### config.mk
export PLATFORM = sky130hd
export DESIGN_NAME = pwr_stop_ctrl
export DESIGN_NICKNAME = d
export VERILOG_FILES = /design/src/rtl/pwr_stop_pkg.sv /design/src/rtl/pwr_wake_arb.sv /design/src/rtl/pwr_recov_flag.sv /design/src/rtl/pwr_stop_ctrl.sv
export SDC_FILE = /design/constraint.sdc
export NUM_CORES = 1
export LEC_CHECK = 0
export BUFFER_PORTS_ARGS = -buffer_cell sky130_fd_sc_hd__buf_2
export CAP_MARGIN = 20
export CORE_UTILIZATION = 45
export CTS_BUF_LIST = sky130_fd_sc_hd__clkbuf_8
export DETAILED_ROUTE_END_ITERATION = 10
export GPL_TIMING_DRIVEN = 0
export HOLD_SLACK_MARGIN = 0.05
export PLACE_DENSITY = 0.79
export SLEW_MARGIN = 20
export SYNTH_ARGS = -nofsm -noshare
export SYNTH_HDL_FRONTEND = slang
export SYNTH_HIERARCHICAL = 1
export SYNTH_SLANG_ARGS = --single-unit
### constraint.sdc
create_clock -name clk -period 2.8 [get_ports clk]
set_input_delay 0.14 -clock clk [delete_from_list [all_inputs] [get_ports clk]]
set_output_delay 0.14 -clock clk [all_outputs]
set_load 0.01 [all_outputs]
### src/rtl/pwr_stop_pkg.sv
`timescale 1ns/1ps
package pwr_stop_pkg;

  typedef enum logic [2:0] {
    ST_RUN   = 3'd0,
    ST_RET   = 3'd1,
    ST_DEEP  = 3'd2,
    ST_WRST  = 3'd3,
    ST_RECOV = 3'd4
  } pwr_state_e;

  typedef enum logic [1:0] {
    REG_FULL = 2'b00,
    REG_STBY = 2'b01,
    REG_OFF  = 2'b10
  } reg_mode_e;

endpackage

### src/rtl/pwr_wake_arb.sv
`timescale 1ns/1ps
// Fixed-priority pick of the lowest-index pending wake source.
module pwr_wake_arb #(
  parameter int N = 5,
  parameter int W = 3
) (
  input  logic [N-1:0] req_i,
  output logic         any_o,
  output logic [W-1:0] idx_o
);

  always_comb begin
    idx_o = '0;
    for (int i = N - 1; i >= 0; i--) begin
      if (req_i[i]) idx_o = W'(i);
    end
  end

  assign any_o = |req_i;

endmodule

### src/rtl/pwr_recov_flag.sv
`timescale 1ns/1ps
// Sticky deep-stop recovery flag; only power-on reset or an explicit clear drops it.
module pwr_recov_flag (
  input  logic clk,
  input  logic rst_n,
  input  logic set_i,
  input  logic clr_i,
  output logic flag_o
);

  logic flag_d;
  logic flag_en;

  assign flag_en = set_i | clr_i;
  assign flag_d  = set_i;

  always_ff @(posedge clk or negedge rst_n) begin
    if (!rst_n) begin
      flag_o <= 1'b0;
    end else if (flag_en) begin
      flag_o <= flag_d;
    end
  end

endmodule

### src/rtl/pwr_stop_ctrl.sv
`timescale 1ns/1ps
module pwr_stop_ctrl
  import pwr_stop_pkg::*;
#(
  parameter  int NUM_SRC = 5,
  parameter  int RTC_IDX = 0,
  localparam int SRC_W   = (NUM_SRC > 1) ? $clog2(NUM_SRC) : 1
) (
  input  logic               clk,
  input  logic               rst_n,
  input  logic               stop_req_i,
  input  logic               deep_sel_i,
  input  logic               rst_pin_i,
  input  logic               lvd_i,
  input  logic [NUM_SRC-1:0] irq_i,
  input  logic [NUM_SRC-1:0] irq_en_i,
  input  logic               ack_wr_i,
  input  logic               ack_data_i,
  output logic [1:0]         reg_mode_o,
  output logic               sys_rst_o,
  output logic               domain_rst_o,
  output logic               rtc_rst_o,
  output logic               io_hold_o,
  output logic               wake_flag_o,
  output logic               vec_take_o,
  output logic               vec_is_reset_o,
  output logic [SRC_W-1:0]   vec_src_o
);

  pwr_state_e         state_q, state_d;
  logic [NUM_SRC-1:0] pend;
  logic               any_pend;
  logic [SRC_W-1:0]   pend_idx;
  logic               deep_pend;
  logic               hard_rst;
  logic               ack_one;
  logic               flag_q, flag_set, flag_clr;
  logic               vt_d, vr_d, vt_q, vr_q;
  logic [SRC_W-1:0]   vs_d, vs_q;
  logic               rtc_rst_q;

  assign pend      = irq_i & irq_en_i;
  assign deep_pend = pend[RTC_IDX];
  assign hard_rst  = rst_pin_i | lvd_i;
  assign ack_one   = ack_wr_i & ack_data_i;

  pwr_wake_arb #(.N(NUM_SRC), .W(SRC_W)) u_arb (
    .req_i (pend),
    .any_o (any_pend),
    .idx_o (pend_idx)
  );

  // Next-state and vector decision
  always_comb begin
    state_d = state_q;
    vt_d    = 1'b0;
    vr_d    = 1'b0;
    vs_d    = '0;
    if (hard_rst) begin
      state_d = ST_WRST;
    end else begin
      case (state_q)
        ST_RUN: begin
          if (stop_req_i) begin
            if (deep_sel_i ? deep_pend : any_pend) begin
              vt_d = 1'b1;
              vs_d = deep_sel_i ? SRC_W'(RTC_IDX) : pend_idx;
            end else begin
              state_d = deep_sel_i ? ST_DEEP : ST_RET;
            end
          end
        end
        ST_RET: begin
          if (any_pend) begin
            state_d = ST_RUN;
            vt_d    = 1'b1;
            vs_d    = pend_idx;
          end
        end
        ST_DEEP: begin
          if (deep_pend) state_d = ST_WRST;
        end
        ST_WRST: begin
          state_d = flag_q ? ST_RECOV : ST_RUN;
          vt_d    = 1'b1;
          vr_d    = 1'b1;
        end
        ST_RECOV: begin
          if (ack_one) state_d = ST_RUN;
        end
        default: state_d = ST_WRST;
      endcase
    end
  end

  assign flag_set = (state_q == ST_DEEP) && (state_d == ST_WRST);
  assign flag_clr = (state_q == ST_RECOV) && ack_one;

  pwr_recov_flag u_flag (
    .clk    (clk),
    .rst_n  (rst_n),
    .set_i  (flag_set),
    .clr_i  (flag_clr),
    .flag_o (flag_q)
  );

  // Registers
  always_ff @(posedge clk or negedge rst_n) begin
    if (!rst_n) begin
      state_q   <= ST_WRST;
      vt_q      <= 1'b0;
      vr_q      <= 1'b0;
      vs_q      <= '0;
      rtc_rst_q <= 1'b1;
    end else begin
      state_q   <= state_d;
      vt_q      <= vt_d;
      vr_q      <= vr_d;
      vs_q      <= vs_d;
      rtc_rst_q <= lvd_i;
    end
  end

  // Outputs decoded from state
  always_comb begin
    case (state_q)
      ST_RET:  reg_mode_o = REG_STBY;
      ST_DEEP: reg_mode_o = REG_OFF;
      default: reg_mode_o = REG_FULL;
    endcase
  end

  assign sys_rst_o      = (state_q == ST_WRST);
  assign domain_rst_o   = (state_q == ST_WRST) || (state_q == ST_DEEP);
  assign io_hold_o      = (state_q == ST_DEEP) || flag_q;
  assign wake_flag_o    = flag_q;
  assign rtc_rst_o      = rtc_rst_q;
  assign vec_take_o     = vt_q;
  assign vec_is_reset_o = vr_q;
  assign vec_src_o      = vs_q;

endmodule

==> impl_metrics.py <==
metrics = {
    "critical_path": {
        "cp-end-kind": "output pin",
        "worstSetupPathType": "reg -> out",
        "crit_slowest_cell": "dfstp_2",
        "path_cells": "nand2b_1 > nor2_1 > or2_2 > buf_2",
        "cp_slowest_stage_delay_ns": 0.58,
        "crit_family": "simple AND/OR/NAND/NOR gates",
        "cp_data_arrival_time_ns": 1.56,
        "worstPathRequired_ns": 2.66,
        "cp_max_fo": 7,
        "reg2reg_depth": 4,
        "worst-path-buf-inv": 1,
        "cp.depth": 4,
        "startpoint_type": "flip-flop",
    },
    "floorplanning": {
        "rows": 12,
        "die_width_um": 38.3,
        "die_h_um": 38.3,
        "placeableCoreArea_mm2": 0.00117,
        "ios": 30,
        "die_area_mm2": 0.00147,
        "start_util_pct": 50.6,
    },
    "flow_run": {
        "drv_cap": 0,
    },
    "global_route": {
        "grt.total_usage_pct": 23.3,
        "antenna_found_initial": 0,
        "grt_first_pass_wirelength_mm": 2.13,
        "grt_pass1_vias": 526,
        "grt_overflow": 0,
        "grt_max_degree": 11,
    },
    "timing": {
        "hold_viol_final": 0,
        "fin_tns_setup_ns": 0,
        "setup_violations": 0,
        "relSlewSlack_pct": 78.9,
        "holdWs_ns": 0.198,
        "min_period_over_period_pct": 60.6,
        "rsz0062_at_grt": "no",
        "slew_violations": 0,
        "min_period_ns": 1.70,
        "skew_ns": 0.00285,
        "worstMarginPinSlew_ns": 0.315,
        "fmax_mhz": 589,
    },
    "placement": {
        "placed_cells": 108,
        "dpl.hpwl_um": 871,
        "gp_congestion": 0.814,
        "place.port_buffers": 29,
    },
    "clock_network": {
        "clock_path_buffers": 2,
        "htreeDepth": 1,
        "root_buffer": "clkbuf_8",
        "insertion_delay_ns": 0.24,
        "cts_tree": "yes",
        "cts_buffers": 3,
        "path_clk_slew_ns": 0.05,
        "cts_sinks": 10,
    },
    "route": {
        "ant_nets": 0,
        "routedWlPerCell_um": 11.4,
        "vias": 589,
        "viasPerCell": 5.17,
        "drc": 0,
        "drt_wl_total_mm": 1.30,
        "drt_iter0_drc": 12,
        "dr.pass1.iters": 4,
    },
    "synthesis": {
        "yosysSeqAreaShare_pct": 42.8,
        "synth_fp_nets": 83,
        "synth_area_um2": 593,
        "yosys.area.top_type_share_pct": 29.5,
        "ys_ff_latch": 10,
        "synthTopCellsByArea": "dfrtp_1 30%, dfstp_2 13%, and2_1 9.5%",
        "yosysWarnings": 6,
        "synth_cells": 65,
        "syn_area_per_cell_um2": 9.12,
        "synth_largest_area_cell": "dfrtp_1",
        "yosys.cell_types.count": 26,
    },
    "cells_and_area": {
        "final_common_cell": "buf_2",
        "final_cell_mix": "29 x buf_2, 9 x and2_1, 7 x nor2_1, 7 x dfrtp_1, 5 x nand2_1",
        "layout.nets": 119,
        "areaGrowthSynthToFinish_pct": 40.1,
        "antenna_cells": 0,
        "fin_util_pct": 70.9,
        "drive_gt1_share_pct": 41.0,
        "finalNonFillerCells": 114,
    },
    "power": {
        "combPwrFrac_pct": 19.6,
        "power_switching_uw": 104,
        "p_seq_share_pct": 37.8,
        "cellLeakagePower_nw": 0.412,
        "power_uw": 421,
        "power_density_mw_per_mm2": 507,
        "p_int_uw": 317,
        "clock_power_share_pct": 42.6,
        "irDropWorstVdd_uv": 248,
        "switching_share_pct": 24.6,
    },
    "worst_hold_path": {
        "hp-class": "in -> reg",
        "hold_path_depth": 3,
    },
    "outcome": {
        "status": "finished, final reports clean",
    },
}
==> tightest hold or removal path: stages <==
cell and delay, ns:
buf_2 0.12, a211oi_1 0.05, o2111ai_1 0.09
==> final timing paths <==
kind                                            from                         to  slack [ns]
min                                        rst_pin_i       state_q[0]$_DFF_PN1_        0.20
max                             state_q[0]$_DFF_PN1_                  io_hold_o        1.10
min in group asynchronous                      rst_n       vec_take_o$_DFF_PN0_        0.29
max in group asynchronous                      rst_n       state_q[1]$_DFF_PN1_        2.26
min reg2reg                u_flag/flag_o$_DFFE_PN0P_  u_flag/flag_o$_DFFE_PN0P_        0.55
max reg2reg                     state_q[2]$_DFF_PN0_     vec_src_o[2]$_DFF_PN0_        1.60
==> cell families (layout without fill, tap and decap cells) <==
| family | count (synthesis) | in the layout | share of synthesized area (%) |
|---|---|---|---|
| flip-flops | 10 | 10 | 42.8 |
| AO/OA/AOI/OAI | 9 | 9 | 11.0 |
| multiplexers | 1 | 1 | 1.69 |
| buffers and inverters | 5 | 40 | 5.70 |
| AND/OR/NAND/NOR | 40 | 40 | 38.8 |
==> cell usage after synthesis <==
library cell and number:
nand4b_1 1, nor4_2 2, a211oi_1 2, o2111ai_1 1
o22ai_1 1, o21ai_0 1, inv_1 3, nand2_1 5
and2b_1 1, o211a_1 1, nor2b_1 4, a21boi_0 1
and3_1 1, nand2b_1 3, a21o_1 1, or2_2 1
nor3_1 1, nor2_1 7, nand4_1 1, dfrtp_1 7
a21oi_1 1, dfstp_2 3, mux2i_1 1, buf_6 2
and2_1 9, nand3_1 4
==> through the flow <==
| step | setup WS (ns) | area, um2 |
|---|---|---|
| 2_1_floorplan | 1.57 | 593 |
| 3_3_place_gp | 1.46 | 756 |
| 3_5_place_dp | 1.45 | 756 |
| 4_1_cts | 1.15 | 831 |
| 5_1_grt | 1.04 | 831 |
| 6_report | 1.10 | 831 |
==> cell type report <==
| class | instances | area [um2] |
|---|---|---|
| fillers | 98 | 340 |
| multi-input cells | 50 | 305 |
| flip-flops and latches | 10 | 254 |
| repair buffers | 31 | 165 |
| clock buffers | 4 | 55.1 |
| plain buffers | 2 | 22.5 |
| well taps | 14 | 17.5 |
| inverters | 3 | 11.3 |
==> repair_timing <==
action | CTS | global route
buffers inserted | 0 | 0
gates resized for setup | 0 | 0
endpoints found under the setup margin | 0 | 0
hold endpoints to repair | 11 | 0
hold buffers | 2 | 0
==> layer usage <==
| layer | vias up | GRT usage [%] | wire length, um |
|---|---|---|---|
| met5 | - | 0 | 0 |
| met1 | 250 | 27.7 | 569 |
| met3 | 9 | 7.56 | 78 |
| met2 | 36 | 33.1 | 584 |
| met4 | 0 | 20.5 | 68 |
| li1 | 294 | - | - |
==> registers in the layout (all words and copies together), names as in the netlist <==
register and count:
vec_src_o 3, rtc_rst_o 1, state_q 3, vec_is_reset_o 1, u_flag/flag_o 1, vec_take_o 1
==> power groups by stage <==
stage          registers (mW)  clock network (mW)  logic [mW]
2_1_floorplan           0.162                   0      0.0450
3_3_place_gp            0.160                   0      0.0776
3_5_place_dp            0.161                   0      0.0788
4_1_cts                 0.159               0.176      0.0822
5_1_grt                 0.160               0.195      0.0914
6_report                0.159               0.179      0.0825
No activity file was read; power rests on OpenSTA's default activity.
